<file path="src/rtl/fpx_pkg.sv">
package fpx_pkg;
  typedef enum logic [2:0] {
    CLS_ARITH    = 3'd0,
    CLS_ST_USER  = 3'd1,
    CLS_ST_SPILL = 3'd2,
    CLS_CVT      = 3'd3,
    CLS_CMP      = 3'd4
  } fpx_cls_e;

  typedef enum logic [1:0] {
    CAUSE_ARITH = 2'd0,
    CAUSE_STORE = 2'd1,
    CAUSE_CVT   = 2'd2,
    CAUSE_CMP   = 2'd3
  } fpx_cause_e;

  localparam int FLG_OVF = 0;
  localparam int FLG_UNF = 1;
  localparam int FLG_INV = 2;
  localparam int FLG_DZ  = 3;
  localparam int FLG_W   = 4;
endpackage

</file>
<file path="src/rtl/fpx_rst_sync.sv">
module fpx_rst_sync #(
  parameter int STAGES = 2
) (
  input  logic clk,
  input  logic rst_n,
  output logic rst_s_n
);
  logic [STAGES-1:0] chain_q;
  logic [STAGES-1:0] chain_d;

  always_comb begin
    chain_d = {chain_q[STAGES-2:0], 1'b1};
  end

  always_ff @(posedge clk or negedge rst_n) begin
    if (!rst_n) chain_q <= '0;
    else        chain_q <= chain_d;
  end

  assign rst_s_n = chain_q[STAGES-1];
endmodule

</file>
<file path="src/rtl/fpx_special_det.sv">
module fpx_special_det #(
  parameter int EXP_W  = 8,
  parameter int FRAC_W = 23,
  localparam int W = 1 + EXP_W + FRAC_W
) (
  input  logic [W-1:0] val,
  output logic         is_inf,
  output logic         is_nan
);
  logic exp_max;
  logic frac_zero;

  always_comb begin
    exp_max   = &val[W-2:FRAC_W];
    frac_zero = (val[FRAC_W-1:0] == '0);
    is_inf    = exp_max && frac_zero;
    is_nan    = exp_max && !frac_zero;
  end
endmodule

</file>
<file path="src/rtl/fpx_subst.sv">
module fpx_subst
  import fpx_pkg::*;
#(
  parameter int EXP_W  = 8,
  parameter int FRAC_W = 23,
  localparam int W = 1 + EXP_W + FRAC_W
) (
  input  logic             defer,
  input  logic [FLG_W-1:0] flags,
  input  logic [W-1:0]     res,
  output logic [W-1:0]     data,
  output logic             exc_any
);
  localparam logic [EXP_W-1:0]  EXP_ONES = '1;
  localparam logic [FRAC_W-1:0] QNAN_FRAC = {1'b1, {(FRAC_W-1){1'b0}}};

  logic nan_case;
  logic inf_case;

  always_comb begin
    exc_any  = |flags;
    nan_case = flags[FLG_INV] || flags[FLG_DZ];
    inf_case = flags[FLG_OVF] && !nan_case;
    data     = res;
    if (defer) begin
      // the invalid or divide-by-zero marker wins over the overflow marker
      if (nan_case)      data = {1'b0, EXP_ONES, QNAN_FRAC};
      else if (inf_case) data = {res[W-1], EXP_ONES, {FRAC_W{1'b0}}};
    end
  end
endmodule

</file>
<file path="src/rtl/fpx_policy.sv">
module fpx_policy
  import fpx_pkg::*;
(
  input  logic       vld,
  input  logic       defer,
  input  logic [2:0] cls,
  input  logic       exc_any,
  input  logic       spec_a,
  input  logic       spec_b,
  output logic       trap,
  output logic [1:0] cause,
  output logic       wb_en,
  output logic       sel_sub
);
  fpx_cls_e c;

  always_comb begin
    c       = fpx_cls_e'(cls);
    trap    = 1'b0;
    cause   = CAUSE_ARITH;
    wb_en   = 1'b0;
    sel_sub = 1'b0;
    if (vld) begin
      unique case (c)
        CLS_ARITH: begin
          sel_sub = 1'b1;
          if (!defer && exc_any) trap = 1'b1;
          else                   wb_en = 1'b1;
        end
        CLS_ST_USER: begin
          if (defer && spec_a) begin
            trap  = 1'b1;
            cause = CAUSE_STORE;
          end
        end
        CLS_ST_SPILL: begin
          trap = 1'b0;
        end
        CLS_CVT: begin
          if (defer && spec_a) begin
            trap  = 1'b1;
            cause = CAUSE_CVT;
          end else begin
            wb_en = 1'b1;
          end
        end
        CLS_CMP: begin
          if (defer && (spec_a || spec_b)) begin
            trap  = 1'b1;
            cause = CAUSE_CMP;
          end else begin
            wb_en = 1'b1;
          end
        end
        default: begin
          trap = 1'b0;
        end
      endcase
    end
  end
endmodule

</file>
<file path="src/rtl/fpx_defer_unit.sv">
module fpx_defer_unit
  import fpx_pkg::*;
#(
  parameter int EXP_W  = 8,
  parameter int FRAC_W = 23,
  parameter int SYNC_STAGES = 2,
  localparam int W = 1 + EXP_W + FRAC_W
) (
  input  logic             clk,
  input  logic             rst_n,
  input  logic             in_valid,
  input  logic             mode_defer,
  input  logic [2:0]       op_cls,
  input  logic [FLG_W-1:0] exc_flags,
  input  logic [W-1:0]     res_in,
  input  logic [W-1:0]     opnd_a,
  input  logic [W-1:0]     opnd_b,
  output logic             wb_valid,
  output logic [W-1:0]     wb_data,
  output logic             trap_req,
  output logic [1:0]       trap_cause
);
  localparam int NOPND = 2;

  logic             rst_s_n;
  logic             vld;
  logic [W-1:0]     opnd [NOPND];
  logic [NOPND-1:0] op_inf;
  logic [NOPND-1:0] op_nan;
  logic [NOPND-1:0] op_spec;
  logic [W-1:0]     sub_data;
  logic             exc_any;
  logic             wb_en;
  logic             sel_sub;

  logic             wb_valid_q, wb_valid_d;
  logic [W-1:0]     wb_data_q, wb_data_d;

  fpx_rst_sync #(.STAGES(SYNC_STAGES)) u_rst (
    .clk     (clk),
    .rst_n   (rst_n),
    .rst_s_n (rst_s_n)
  );

  assign vld     = in_valid && rst_s_n;
  assign opnd[0] = opnd_a;
  assign opnd[1] = opnd_b;

  for (genvar i = 0; i < NOPND; i++) begin : g_det
    fpx_special_det #(.EXP_W(EXP_W), .FRAC_W(FRAC_W)) u_det (
      .val    (opnd[i]),
      .is_inf (op_inf[i]),
      .is_nan (op_nan[i])
    );
    assign op_spec[i] = op_inf[i] || op_nan[i];
  end

  fpx_subst #(.EXP_W(EXP_W), .FRAC_W(FRAC_W)) u_subst (
    .defer   (mode_defer),
    .flags   (exc_flags),
    .res     (res_in),
    .data    (sub_data),
    .exc_any (exc_any)
  );

  fpx_policy u_pol (
    .vld     (vld),
    .defer   (mode_defer),
    .cls     (op_cls),
    .exc_any (exc_any),
    .spec_a  (op_spec[0]),
    .spec_b  (op_spec[1]),
    .trap    (trap_req),
    .cause   (trap_cause),
    .wb_en   (wb_en),
    .sel_sub (sel_sub)
  );

  // next-state for the writeback stage; data register loads only when enabled
  always_comb begin
    wb_valid_d = wb_en;
    wb_data_d  = wb_data_q;
    if (wb_en) wb_data_d = sel_sub ? sub_data : res_in;
  end

  always_ff @(posedge clk or negedge rst_s_n) begin
    if (!rst_s_n) begin
      wb_valid_q <= 1'b0;
      wb_data_q  <= '0;
    end else begin
      wb_valid_q <= wb_valid_d;
      wb_data_q  <= wb_data_d;
    end
  end

  assign wb_valid = wb_valid_q;
  assign wb_data  = wb_data_q;
endmodule

</file>
<file path="config.mk">
export PLATFORM = sky130hd
export DESIGN_NAME = fpx_defer_unit
export DESIGN_NICKNAME = d
export VERILOG_FILES = /design/src/rtl/fpx_pkg.sv /design/src/rtl/fpx_rst_sync.sv /design/src/rtl/fpx_special_det.sv /design/src/rtl/fpx_subst.sv /design/src/rtl/fpx_policy.sv /design/src/rtl/fpx_defer_unit.sv
export SDC_FILE = /design/constraint.sdc
export NUM_CORES = 1
export LEC_CHECK = 0
export BUFFER_PORTS_ARGS = -buffer_cell sky130_fd_sc_hd__buf_2
export CAP_MARGIN = 20
export CORE_ASPECT_RATIO = 1.75
export CORE_MARGIN = 5
export CORE_UTILIZATION = 31
export CTS_BUF_LIST = sky130_fd_sc_hd__clkbuf_16
export CTS_CLUSTER_DIAMETER = 40
export DETAILED_ROUTE_END_ITERATION = 8
export PLACE_DENSITY = 0.65
export SLEW_MARGIN = 40
export SYNTH_ARGS = -nofsm -noshare
export SYNTH_HDL_FRONTEND = slang
export SYNTH_HIERARCHICAL = 1
export SYNTH_SLANG_ARGS = --single-unit
</file>
<file path="constraint.sdc">
create_clock -name clk -period 1.7 [get_ports clk]
set_clock_uncertainty 0.1 [all_clocks]
set_input_delay 0.085 -clock clk [delete_from_list [all_inputs] [get_ports clk]]
set_output_delay 0.085 -clock clk [all_outputs]
set_load 0.05 [all_outputs]
</file>
Yosys cells after proc, flatten, opt, wreduce, memory -nomap -nowiden
Index checks and enable logic that the tools add are counted.

word-level totals
  register bits after elaboration = 35
  bits of input ports = 107
  output and inout bits = 36
  logic and storage cells = 51

cells by class
  equality and inequality tests = 3
  muxes and demuxes = 21
  reductions and logical operators = 24

operators by type and width
  operator                                       count
  2-to-1 mux 32 bit                              3
  logical NOT 23 bit                             2
  2-to-1 mux 31 bit                              1
  AND reduction 8 bit                            2
  2-to-1 mux 1 bit                               11
  logical AND 1 bit                              9
  2-to-1 mux 2 bit                               3
  one-hot mux 1 bit (3 select lines)             2
  one-hot mux 2 bit (3 select lines)             1
  logical NOT 1 bit                              4
  logical OR 1 bit                               4
  OR reduction 4 bit                             1
  == test 3 x 1 -> 1 bit, second input constant  1
  == test 3 x 2 -> 1 bit, second input constant  1
  == test 3 bit, second input constant           1
  logical NOT 3 bit                              1
  OR reduction 2 bit                             1

Depth between registers and ports, before layout
Gate-level depths: netlist of the first run.

  depth in word-level cells = 9
  mapped depth = 11
  gate-level depth less buffers = 9

Modules after synthesis
Netlist of the first run, hierarchy kept.

modules (own cells, without submodules)
  module           instances  cells each  area an instance (µm²)  seq. area each (µm²)
  fpx_defer_unit   1          143         1551.5                  825.8
  fpx_subst        1          39          275.3                   0.0
  fpx_policy       1          29          203.9                   0.0
  fpx_special_det  2          13          91.3                    0.0
  fpx_rst_sync     1          3           53.8                    50.0

Worst setup path after synthesis of the first run
Ideal clock, no wire load.

  path type = register to output
  start point = register u_rst.chain_q[1]
  end point = output trap_cause[0]
  arrival time = 2284 ps
  data required time = 1515 ps
  path slack = -769 ps
  stages on the path, launching flop included = 4
  path buffers = 0
  cells stage by stage = dfrtp_1 > and2_1 > inv_1 > nor4b_2

between the ends
  longest elaborated chain between the ends = 2

RTL lines
  what                    line                  source
  from (decl)             fpx_rst_sync.sv:8     logic [STAGES-1:0] chain_q;
  from (signal assigned)  fpx_rst_sync.sv:17    else chain_q <= chain_d;
  logical AND 1 bit       fpx_defer_unit.sv:45  assign vld = in_valid && rst_s_n;
  net vld                 fpx_defer_unit.sv:26  logic vld;
  2-to-1 mux 2 bit        fpx_policy.sv:23      if (vld) begin
  to (decl)               fpx_defer_unit.sv:21  output logic [1:0] trap_cause

The timed path passes the listed nets, and every way through them passes these cells.

Final worst setup path of the first run
  start point = input opnd_a[16]
  end point = register wb_data_q[2] (netlist: wb_data[2])

between the ends
  longest elaborated chain between the ends = 9
  elaborated cells on any way between the ends = 12
  those cells by class = 4 x mux; 8 x reduce/logical

RTL lines
  what                                  line                   source
  from (decl)                           fpx_defer_unit.sv:16   input logic [W-1:0] opnd_a,
  logical NOT 23 bit *                  fpx_special_det.sv:15  frac_zero = (val[FRAC_W-1:0] == '0);
  logical NOT 1 bit *                   fpx_special_det.sv:17  is_nan = exp_max && !frac_zero;
  logical AND 1 bit *                   fpx_special_det.sv:17
  net op_nan[0]                         fpx_defer_unit.sv:29   logic [NOPND-1:0] op_nan;
  logical OR 1 bit *                    fpx_defer_unit.sv:55   assign op_spec[i] = op_inf[i] || op_nan[i];
  net op_spec[0]                        fpx_defer_unit.sv:30   logic [NOPND-1:0] op_spec;
  logical OR 1 bit                      fpx_policy.sv:48       if (defer && (spec_a || spec_b)) begin
  logical AND 1 bit                     fpx_policy.sv:48
  2-to-1 mux 1 bit                      fpx_policy.sv:48
  one-hot mux 1 bit (3 select lines) *  fpx_policy.sv:24       unique case (c)
  2-to-1 mux 1 bit *                    fpx_policy.sv:23
  net wb_en                             fpx_defer_unit.sv:33   logic wb_en;
  to (signal assigned)                  fpx_defer_unit.sv:92   wb_data_q <= wb_data_d;
  to (decl)                             fpx_defer_unit.sv:37   logic [W-1:0] wb_data_q, wb_data_d;

The timed path passes the listed nets; every way through them passes the cells marked *.
A chain may end at the register's enable or synchronous reset.

==> qor_table.md, run 1 <==
| Result | This run | Unit |
| --- | --- | --- |
| Result of the run | complete, but fails checks | - |
| Violations in the final reports | setup timing | - |
| Synthesized instance count | 240 | - |
| Pwr/cell area | 955.4 | mW/mm2 |
| Proportion of synthesized chip area in sequential cells | 38.63 | % |
| Library cells used by synthesis | 39 | - |
| Horizontal extent of the die | 74.65 | um |
| Average cell area after synthesis | 9.447 | um2 |
| Kind of end point of the critical path | flip-flop | - |
| Number of antenna violations at the first check in global routing | 0 | - |
| Sequential cell area | 879.6 | um2 |
| Leading cell type in the layout, fill and taps excluded | buf_2 | - |
| Worst-Skew Late Latency | 0.27 | ns |
| Number of setup violations in the final report | 36 | - |
| Total Negative Setup Slacks | -10.33 | ns |
| Top_reg_cell synth | dfrtp_1 | - |
| Leakage | 1.701 | nW |
| WL per Instance | 15.89 | um |
| Combined area of the multi-input logic cells | 0.001632 | mm2 |
| Number of warnings issued by yosys | 6 | - |
| Most frequent cells in the layout | buf_2, dfrtp_1, mux2i_1 | - |
| Via total after detailed routing | 2468 | - |
| CTS sink count | 35 | - |
| TritonCTS Buffers | 5 | - |
| Number of enable flip-flop cells after synthesis | 0 | - |
| Setup repair after global routing missed its margin | yes | - |
| Root buffer cell | clkbuf_16 | - |
| Number of top-level pins | 143 | - |
| Fill count | 625 | - |
| TritonCTS clock tree | yes | - |
| Total inserted antenna cells | 0 | - |
| #FFs+latches synth | 35 | - |
| Iteration-0 DRC count of the detailed router | 68 | - |
| Clock transition at the register clock pins on the worst setup and hold paths after CTS | 0.05 | ns |
| Maximum frequency from static timing analysis | 0.4932 | GHz |
| Overall power of the completed layout | 0.003861 | W |
| Hpwl dp | 5407 | um |
| Port-buffer cells | 140 | - |
| Overall die area | 0.009191 | mm2 |
| Wirelength, routed | 7818 | um |
| Iteration count of the initial detailed-routing pass | 4 | - |
| CTS HTree Levels | 2 | - |
| Post-synthesis net count | 347 | - |
| Portion of the clock cycle consumed by the worst path in the final layout | 119.3 | % |
| Aggregate global-route resource usage | 15.56 | % |
| Pin count of the biggest net entering global routing | 34 | - |
| Vias per cell | 5.016 | - |
| Post-detailed-route count of antenna-violating nets | 0 | - |
| Total of max-cap violations | 0 | - |
| Count of standard-cell rows | 41 | - |
| Global-route wire length before repair | 10830 | um |
| Die boundary height | 123.1 | um |
| Core area | 0.007182 | mm2 |
| Element type at the critical path start | input pin | - |
| HP Class | input pin to async pin | - |
| Area growth from synthesis to layout | 78.26 | % |
| Layout net count | 512 | - |
| Count of pins over their slew limit | 0 | - |
| Worst hold slack | 0.01940 | ns |
| Number of hold-slack violations in the final timing report | 0 | - |
| Ratio of cells with drive above 1 in the final layout | 65.02 | % |
| Buffer levels on the longest clock path | 2 | - |
| Initial core utilization | 31.57 | % |
| Async S/R FF share, synth | 100.0 | % |
| Maximum fanout count along the critical path | 7 | - |
| Arrival @ worst endpoint | 2.09 | ns |
| Required time at the endpoint of the critical path | 1.76 | ns |
| Start-to-end type of the worst setup path | input pin to flip-flop | - |
| Netlist area before placement | 0.002267 | mm2 |
| Max rail drop VDD | 0.4249 | mV |
| DRC violations left | 0 | - |
| Minimum clock period | 2.028 | ns |
| Weighted congestion at the end of routability-driven global placement | 0.8437 | - |
| Setup slack after layout | -0.3276 | ns |
| Residual overflow from global routing | 0 | - |
| Vias in the first global route | 2433 | - |
## final cells by class
type | count | share of cell area [%]
sequential | 35 | 21.76
clock buffer | 5 | 3.096
multi-input combinational | 187 | 40.37
clock inverter | 3 | 1.579
tap | 86 | 2.663
timing repair buffer | 174 | 30.34
inverter | 2 | 0.1858
## power by group
part	switching, W	internal (W)
Sequential	0.000151	0.00101
Clock	0.000326	0.000834
Combinational	0.00102	0.000525
Total	0.00150	0.00237
## state kept, by name, summed over array words and instances (netlist names)
signal and flops:
wb_valid 1, u_rst/chain_q 2, wb_data 32
## metrics by stage
stage / instances / instance area [um2] / setup WS [ns] / util [%]
2_1_floorplan: 240 / 2360 / -0.3140 / -
3_3_place_gp: 469 / 3209 / -0.6509 / 44.69
3_5_place_dp: 469 / 3209 / -0.7032 / 44.69
4_1_cts: 483 / 3595 / -0.2978 / 50.05
5_1_grt: 492 / 4041 / -0.4311 / 56.27
6_report: 492 / 4041 / -0.3276 / 56.27
## cells by family (layout without fill, tap and decap cells)
| logic type | Yosys count | count (layout) | share of synthesized area, % |
|---|---|---|---|
| other | 1 | 1 | 0.1654 |
| buffers and inverters | 18 | 184 | 7.340 |
| XOR/XNOR | 1 | 1 | 0.3864 |
| flip-flops | 35 | 35 | 38.63 |
| AND/OR/NAND/NOR | 107 | 107 | 26.99 |
| multiplexers | 32 | 32 | 14.13 |
| AO/OA/AOI/OAI | 46 | 46 | 12.36 |
## worst max-delay path, stage by stage
cell	delay, ns
buf_6	0.09
nor4_4	0.28
nand4_1	0.17
o21ba_1	0.21
or2_4	0.25
o21ai_2	0.15
a21oi_2	0.08
a311oi_4	0.26
buf_6	0.20
buf_12	0.11
buf_16	0.13
a21oi_2	0.06
## metal layers
layer | track usage [%] | wire [um]
met5 | 0 | 0
met4 | 8.797 | 391
met3 | 3.173 | 630
met2 | 28.91 | 4235
met1 | 15.36 | 2561
## timing repair
| action | in CTS | in global routing |
|---|---|---|
| gates resized for setup | 22 | 95 |
| endpoints found under the setup margin | 36 | 36 |
| pin swaps | 11 | 11 |
| hold buffers | 1 | 0 |
| hold endpoints to repair | 2 | 0 |
| setup buffers | 2 | 6 |
| gates cloned | 3 | 5 |
## final timing paths
path / start / end / slack (ns) / depth (start not counted)
min in group clk: res_in[22] / wb_data[22] / 0.02 / 3
worst min-delay path: rst_n / u_rst/chain_q[0] / 0.02 / 2
worst min register to register: u_rst/chain_q[1] / wb_valid / 0.25 / 1
worst max register to register: u_rst/chain_q[1] / wb_data[2] / -0.12 / 8
max in group asynchronous: u_rst/chain_q[1] / wb_data[9] / 0.93 / 1
worst max-delay path: opnd_a[16] / wb_data[2] / -0.33 / 12
## cells in the mapped netlist (2+ instances only)
| cell | count | share of area, % |
|---|---|---|
| dfrtp_1 | 35 | 39 |
| a21oi_1 | 34 | 7.5 |
| mux2i_1 | 32 | 14 |
| nor2_1 | 32 | 5.3 |
| and2_1 | 23 | 6.3 |
| nand2b_1 | 9 | 2.5 |
| nor4_1 | 9 | 2.5 |
| buf_2 | 7 | 1.5 |
| nand2_1 | 7 | 1.2 |
| nand4_1 | 6 | 1.7 |
| buf_6 | 5 | 2.5 |
| or2_2 | 4 | 1.1 |
| buf_12 | 3 | 2.6 |
| o21ai_0 | 3 | 0.66 |
| inv_1 | 2 | 0.33 |
| nand3_1 | 2 | 0.44 |
| nor3_1 | 2 | 0.44 |
| nor3_2 | 2 | 0.88 |
| nor4_2 | 2 | 1.1 |
| o21ba_1 | 2 | 0.88 |
Power figures use the tool's default switching activity.
==> inputs of run 2 (changes only) <==
--- a/config.mk
+++ b/config.mk
@@ -19,3 +19,4 @@
 export SYNTH_HDL_FRONTEND = slang
 export SYNTH_HIERARCHICAL = 1
 export SYNTH_SLANG_ARGS = --single-unit
+export TNS_END_PERCENT = 30
==> qor_table.md, run 2 (same netlist as run 1, synthesis figures left out) <==
| Result | This run | Unit |
| --- | --- | --- |
| Result of the run | complete, but fails checks | - |
| Pin count of the biggest net entering global routing | 34 | - |
| Horizontal extent of the die | 74.65 | um |
| Element type at the critical path start | input pin | - |
| Total of max-cap violations | 0 | - |
| Post-detailed-route count of antenna-violating nets | 0 | - |
| Number of cells on the worst reg-to-reg path | 7 | - |
| Worst-case hold path end point | wb_data[2] | - |
| Number of setup violations in the final report | 36 | - |
| Root buffer cell | clkbuf_16 | - |
| Max rail drop VDD | 0.3935 | mV |
| Iteration-0 DRC count of the detailed router | 85 | - |
| Iteration count of the initial detailed-routing pass | 4 | - |
| Kind of end point of the critical path | flip-flop | - |
| Worst hold slack | 0.01468 | ns |
| Portion of the clock cycle consumed by the worst path in the final layout | 116.8 | % |
| Number of antenna violations at the first check in global routing | 0 | - |
| Setup slack after layout | -0.2860 | ns |
| TritonCTS Buffers | 5 | - |
| Reg2reg end | wb_data[26] | - |
| Most frequent cells in the layout | buf_2, dfrtp_1, mux2i_1 | - |
| Internal reg-to-reg setup slack | 0.01 | ns |
| Worst-Skew Late Latency | 0.27 | ns |
| Ratio of cells with drive above 1 in the final layout | 53.63 | % |
| Number of top-level pins | 143 | - |
| TritonCTS clock tree | yes | - |
| Wirelength, routed | 7264 | um |
| Leakage | 1.585 | nW |
| RR Startpoint | u_rst/chain_q[1] | - |
| Part of the power in registers | 31.7 | % |
| HP Class | input pin to flip-flop | - |
| Switching part of the total power | 39.70 | % |
| Overall power of the completed layout | 0.003495 | W |
| Minimum clock period | 1.986 | ns |
| Number of hold-slack violations in the final timing report | 0 | - |
| Arrival @ worst endpoint | 2.08 | ns |
| Area growth from synthesis to layout | 60.26 | % |
| Leading cell type in the layout, fill and taps excluded | buf_2 | - |
| Aggregate global-route resource usage | 15.87 | % |
| Layout net count | 505 | - |
| Post-layout utilization of the core | 50.59 | % |
| Max FFs per register | 32 | - |
| Required time at the endpoint of the critical path | 1.80 | ns |
| Pwr/cell area | 961.8 | mW/mm2 |
| CTS sink count | 35 | - |
| Vias per cell | 4.839 | - |
| Residual overflow from global routing | 0 | - |
| CTS HTree Levels | 2 | - |
| Initial core utilization | 31.57 | % |
| Die boundary height | 123.1 | um |
| Maximum frequency from static timing analysis | 0.5035 | GHz |
| Start-to-end type of the worst setup path | input pin to flip-flop | - |
| Family with the most delay on the worst path | simple AND/OR/NAND/NOR gates | - |
| Worst hold path startpoint | res_in[2] | - |
| Total Negative Setup Slacks | -8.802 | ns |
| WL per Instance | 14.98 | um |
| Vias in the first global route | 2440 | - |
| Switching pwr | 0.001387 | W |
| Slowest stage cell, crit path | a311oi_4 | - |
| Setup repair after global routing missed its margin | yes | - |
| Cell repeated most along the worst path | buf_6 | - |
| Core area | 0.007182 | mm2 |
| CP cell instances | buf_6 > nor4_4 > nand4_1 > o21ba_1 > or2_4 > nand2_4 > nand3_4 > a311oi_4 > buf_6 > clkbuf_16 > nor2_1 > a21oi_1 | - |
| DRC violations left | 0 | - |
| Hpwl dp | 5463 | um |
| Port-buffer cells | 140 | - |
| Buffering stage count on the worst path with inverters included | 3 | - |
| Count of pins over their slew limit | 0 | - |
| Comb power frac | 39.2 | % |
| Clock transition at the register clock pins on the worst setup and hold paths after CTS | 0.05 | ns |
| Hold depth | 3 | - |
| Cell Int Power | 0.002107 | W |
| Overall die area | 0.009191 | mm2 |
| Stage delay of the slowest cell on the critical path | 0.35 | ns |
| Via total after detailed routing | 2347 | - |
| Total inserted antenna cells | 0 | - |
| Weighted congestion at the end of routability-driven global placement | 0.8336 | - |
| Buffer levels on the longest clock path | 2 | - |
| Maximum fanout count along the critical path | 6 | - |
| Count of standard-cell rows | 41 | - |
| Part of the total power dissipated in the clock network | 29.1 | % |
| Global-route wire length before repair | 11090 | um |
| Violations in the final reports | setup timing | - |
## run 2: cell types whose count changed in the layout (fill, tap and decap cells not counted), sizes merged
cell and delta:
clkbuf -1, bufinv -1, clkinv +2, buf -6, inv -1
## run 2: how the worst max path moves through the flow
stage / end / startpoint / depth (start not counted)
after CTS: wb_data[6] / opnd_b[20] / 11
after detailed placement: wb_data[9] / opnd_b[16] / 11
final: wb_data[27] / opnd_a[10] / 12
after floorplan: wb_data[0] / opnd_a[10] / 11
after global routing: wb_data[19] / opnd_a[10] / 12
after global placement: wb_data[31] / opnd_b[16] / 11
## run 2: final cells by class
type / instances / area [um2]
Sequential cell: 35 / 879.6
Clock buffer: 5 / 125.1
Inverter: 2 / 7.507
Multi-Input combinational cell: 187 / 1394
Fill cell: 685 / 3548
Clock inverter: 3 / 38.79
Tap cell: 86 / 107.6
Timing Repair Buffer: 167 / 1081
## run 2: what timing repair did
item / 4_1_cts / 5_1_grt
gates cloned: 2 / 2
buffers inserted: 2 / 1
endpoints found under the setup margin: 36 / 36
hold endpoints to repair: 2 / 0
pin swaps: 12 / 9
resized for setup: 19 / 17
hold buffers: 1 / 0
## run 2: routing by layer
metal / share of wire [%] / routed length, um / GRT usage (%)
met1: 33 / 2432 / 15.84
met2: 55 / 3968 / 29.52
met3: 8.5 / 615 / 3.580
met4: 3.4 / 247 / 8.018
met5: 0 / 0 / 0
## run 2: tightest hold or removal path, cell delays in order
cell     delay, ns
buf_2         0.08
mux2i_1       0.05
a21oi_1       0.13
## run 2: power groups by stage
stage          clock network [W]  logic [W]  registers, W
2_1_floorplan                  0   0.000293       0.00172
3_3_place_gp                   0    0.00129       0.00111
3_5_place_dp                   0    0.00131       0.00111
4_1_cts                  0.00104    0.00135       0.00110
5_1_grt                  0.00109    0.00146       0.00112
6_report                 0.00102    0.00137       0.00111
## run 2: stage by stage
stage,instance area [um2],cells,worst slack (ns)
after global routing,3633,485,-0.4108
after CTS,3510,482,-0.3024
after floorplan,2356,240,-0.3140
final,3633,485,-0.2860
after detailed placement,3193,469,-0.7112
after global placement,3193,469,-0.5988
==> inputs of run 3 (changes only) <==
--- a/config.mk
+++ b/config.mk
@@ -14,6 +14,7 @@
 export CTS_CLUSTER_DIAMETER = 40
 export DETAILED_ROUTE_END_ITERATION = 8
 export PLACE_DENSITY = 0.65
+export RECOVER_POWER = 100
 export SLEW_MARGIN = 40
 export SYNTH_ARGS = -nofsm -noshare
 export SYNTH_HDL_FRONTEND = slang
==> qor_table.md, run 3 (same netlist as run 1, synthesis figures left out) <==
| Result | This run | Unit |
| --- | --- | --- |
| Initial core utilization | 31.57 | % |
| Via total after detailed routing | 2360 | - |
| Horizontal extent of the die | 74.65 | um |
| Overall die area | 0.009191 | mm2 |
| Setup slack after layout | -0.2925 | ns |
| Worst Max-Slew Pin Slew | 0.8544 | ns |
| Cell Int Power | 0.002058 | W |
| Start-to-end type of the worst setup path | input pin to flip-flop | - |
| RR Startpoint | u_rst/chain_q[1] | - |
| Leading cell type in the layout, fill and taps excluded | buf_2 | - |
| Weighted congestion at the end of routability-driven global placement | 0.8336 | - |
| Vias per cell | 4.866 | - |
| Maximum frequency from static timing analysis | 0.5019 | GHz |
| HP Class | input pin to flip-flop | - |
| DRC violations left | 0 | - |
| Arrival @ worst endpoint | 2.09 | ns |
| Area growth from synthesis to layout | 58.33 | % |
| Switching pwr | 0.001394 | W |
| Portion of the clock cycle consumed by the worst path in the final layout | 117.2 | % |
| Most frequent cells in the layout | buf_2, dfrtp_1, clkbuf_1 | - |
| Minimum clock period | 1.992 | ns |
| Stage delay of the slowest cell on the critical path | 0.35 | ns |
| Fill count | 712 | - |
| CTS HTree Levels | 2 | - |
| Cell repeated most along the worst path | buf_6 | - |
| Iteration-0 DRC count of the detailed router | 85 | - |
| Violations in the final reports | setup timing | - |
| Slowest stage cell, crit path | a311oi_4 | - |
| Pwr/cell area | 961.7 | mW/mm2 |
| Placement Cell Area | 0.003193 | mm2 |
| Result of the run | complete, but fails checks | - |
| Post-detailed-route count of antenna-violating nets | 0 | - |
| WL per Instance | 15.05 | um |
| Post-placement cell count | 469 | - |
| Max FFs per register | 32 | - |
| Required time at the endpoint of the critical path | 1.80 | ns |
| Vias in the first global route | 2440 | - |
| Iteration count of the initial detailed-routing pass | 4 | - |
| Number of hold-slack violations in the final timing report | 0 | - |
| Max rail drop VDD | 0.3943 | mV |
| Internal reg-to-reg setup slack | 0.01 | ns |
| CP cell instances | buf_6 > nor4_4 > nand4_1 > o21ba_1 > or2_4 > nand2_4 > nand3_4 > a311oi_4 > buf_6 > clkbuf_16 > nor2_1 > a21oi_1 | - |
| Worst-case hold path end point | wb_data[2] | - |
| Number of top-level pins | 143 | - |
| Normalized max-slew margin | 43.04 | % |
| Final instance area | 0.003590 | mm2 |
| Part of the power in registers | 32.2 | % |
| Worst-Skew Late Latency | 0.27 | ns |
| Count of standard-cell rows | 41 | - |
| Setup repair after global routing missed its margin | yes | - |
| Core area | 0.007182 | mm2 |
| Global-route wire length before repair | 11090 | um |
| TritonCTS Buffers | 5 | - |
| Total inserted antenna cells | 0 | - |
| Maximum fanout count along the critical path | 6 | - |
| TritonCTS clock tree | yes | - |
| Count of pins over their slew limit | 0 | - |
| Combined area of the multi-input logic cells | 0.001394 | mm2 |
| CTS sink count | 35 | - |
| Buffer levels on the longest clock path | 2 | - |
| Final cell count without fillers | 485 | - |
| Hold depth | 3 | - |
| Number of antenna violations at the first check in global routing | 0 | - |
| Residual overflow from global routing | 0 | - |
| Pin count of the biggest net entering global routing | 34 | - |
| Ratio of cells with drive above 1 in the final layout | 45.36 | % |
| Switching part of the total power | 40.38 | % |
| Hpwl dp | 5463 | um |
| Leakage | 1.504 | nW |
| Reg2reg end | wb_data[26] | - |
| Root buffer cell | clkbuf_16 | - |
| Wirelength, routed | 7299 | um |
| Aggregate global-route resource usage | 15.87 | % |
| Element type at the critical path start | input pin | - |
| Die boundary height | 123.1 | um |
| Port-buffer cells | 140 | - |
| Number of cells on the worst reg-to-reg path | 7 | - |
| Post-layout utilization of the core | 49.98 | % |
| Layout net count | 505 | - |
| Total Negative Setup Slacks | -8.796 | ns |
| Part of the total power dissipated in the clock network | 29.5 | % |
| Number of setup violations in the final report | 36 | - |
| Clock transition at the register clock pins on the worst setup and hold paths after CTS | 0.06 | ns |
| Total of max-cap violations | 0 | - |
| Worst hold path startpoint | res_in[2] | - |
| Kind of end point of the critical path | flip-flop | - |
| Comb power frac | 38.3 | % |
| Sequential cell area | 879.6 | um2 |
## run 3: worst max-delay path by stage
stage	to	slack [ns]	start	cells after the start
global route	wb_data[19]	-0.41	opnd_a[10]	12
finish	wb_data[18]	-0.29	opnd_a[10]	12
floorplan	wb_data[0]	-0.31	opnd_a[10]	11
detailed placement	wb_data[9]	-0.71	opnd_b[16]	11
CTS	wb_data[6]	-0.30	opnd_b[20]	11
global placement	wb_data[31]	-0.60	opnd_b[16]	11
## run 3: critical path: cells and delay by family
family                 cells  cell delay, ns
AOI/OAI and AO/OA          3            0.67
and+or+nand+nor            6            0.87
buffers and inverters      3            0.45
## run 3: final cells by class
type / instances / area share (%)
multi-input cells: 187 / 38.83
clock buffers: 5 / 3.486
repair buffers: 167 / 28.89
inverters: 2 / 0.2091
clock inverters: 3 / 1.081
flip-flops and latches: 35 / 24.50
well taps: 86 / 2.998
## run 3: power by group through the flow
stage                     Combinational (W)  Clock, W  Sequential (W)
final                               0.00132   0.00102         0.00111
after global routing                0.00141   0.00109         0.00113
after CTS                           0.00135   0.00104         0.00110
after detailed placement            0.00131         0         0.00111
after global placement              0.00129         0         0.00111
after floorplan                    0.000293         0         0.00172
## run 3: routing by layer
layer  global-route usage (%)  part of all wire [%]  routed length, um
met5                        0                     0                  0
met2                    29.52                    55               4006
met1                    15.84                    34               2448
met3                    3.580                   8.6                626
met4                    8.018                   3.0                217
## run 3: timing repair
item,in CTS,in global routing
hold buffers,1,0
cloned,2,2
endpoints found under the hold margin,2,0
endpoints found under the setup margin,36,36
pin swaps,12,9
buffers inserted,2,1
resized for setup,19,17
## run 3: metrics by stage
stage | worst slack (ns) | hold slack, ns | total power [W]
global placement | -0.5988 | -0.2297 | 0.002398
detailed placement | -0.7112 | -0.2274 | 0.002427
CTS | -0.3024 | 0.01755 | 0.003495
finish | -0.2925 | 0.01468 | 0.003452
global route | -0.4107 | 0.01965 | 0.003628
floorplan | -0.3140 | -0.3106 | 0.002011
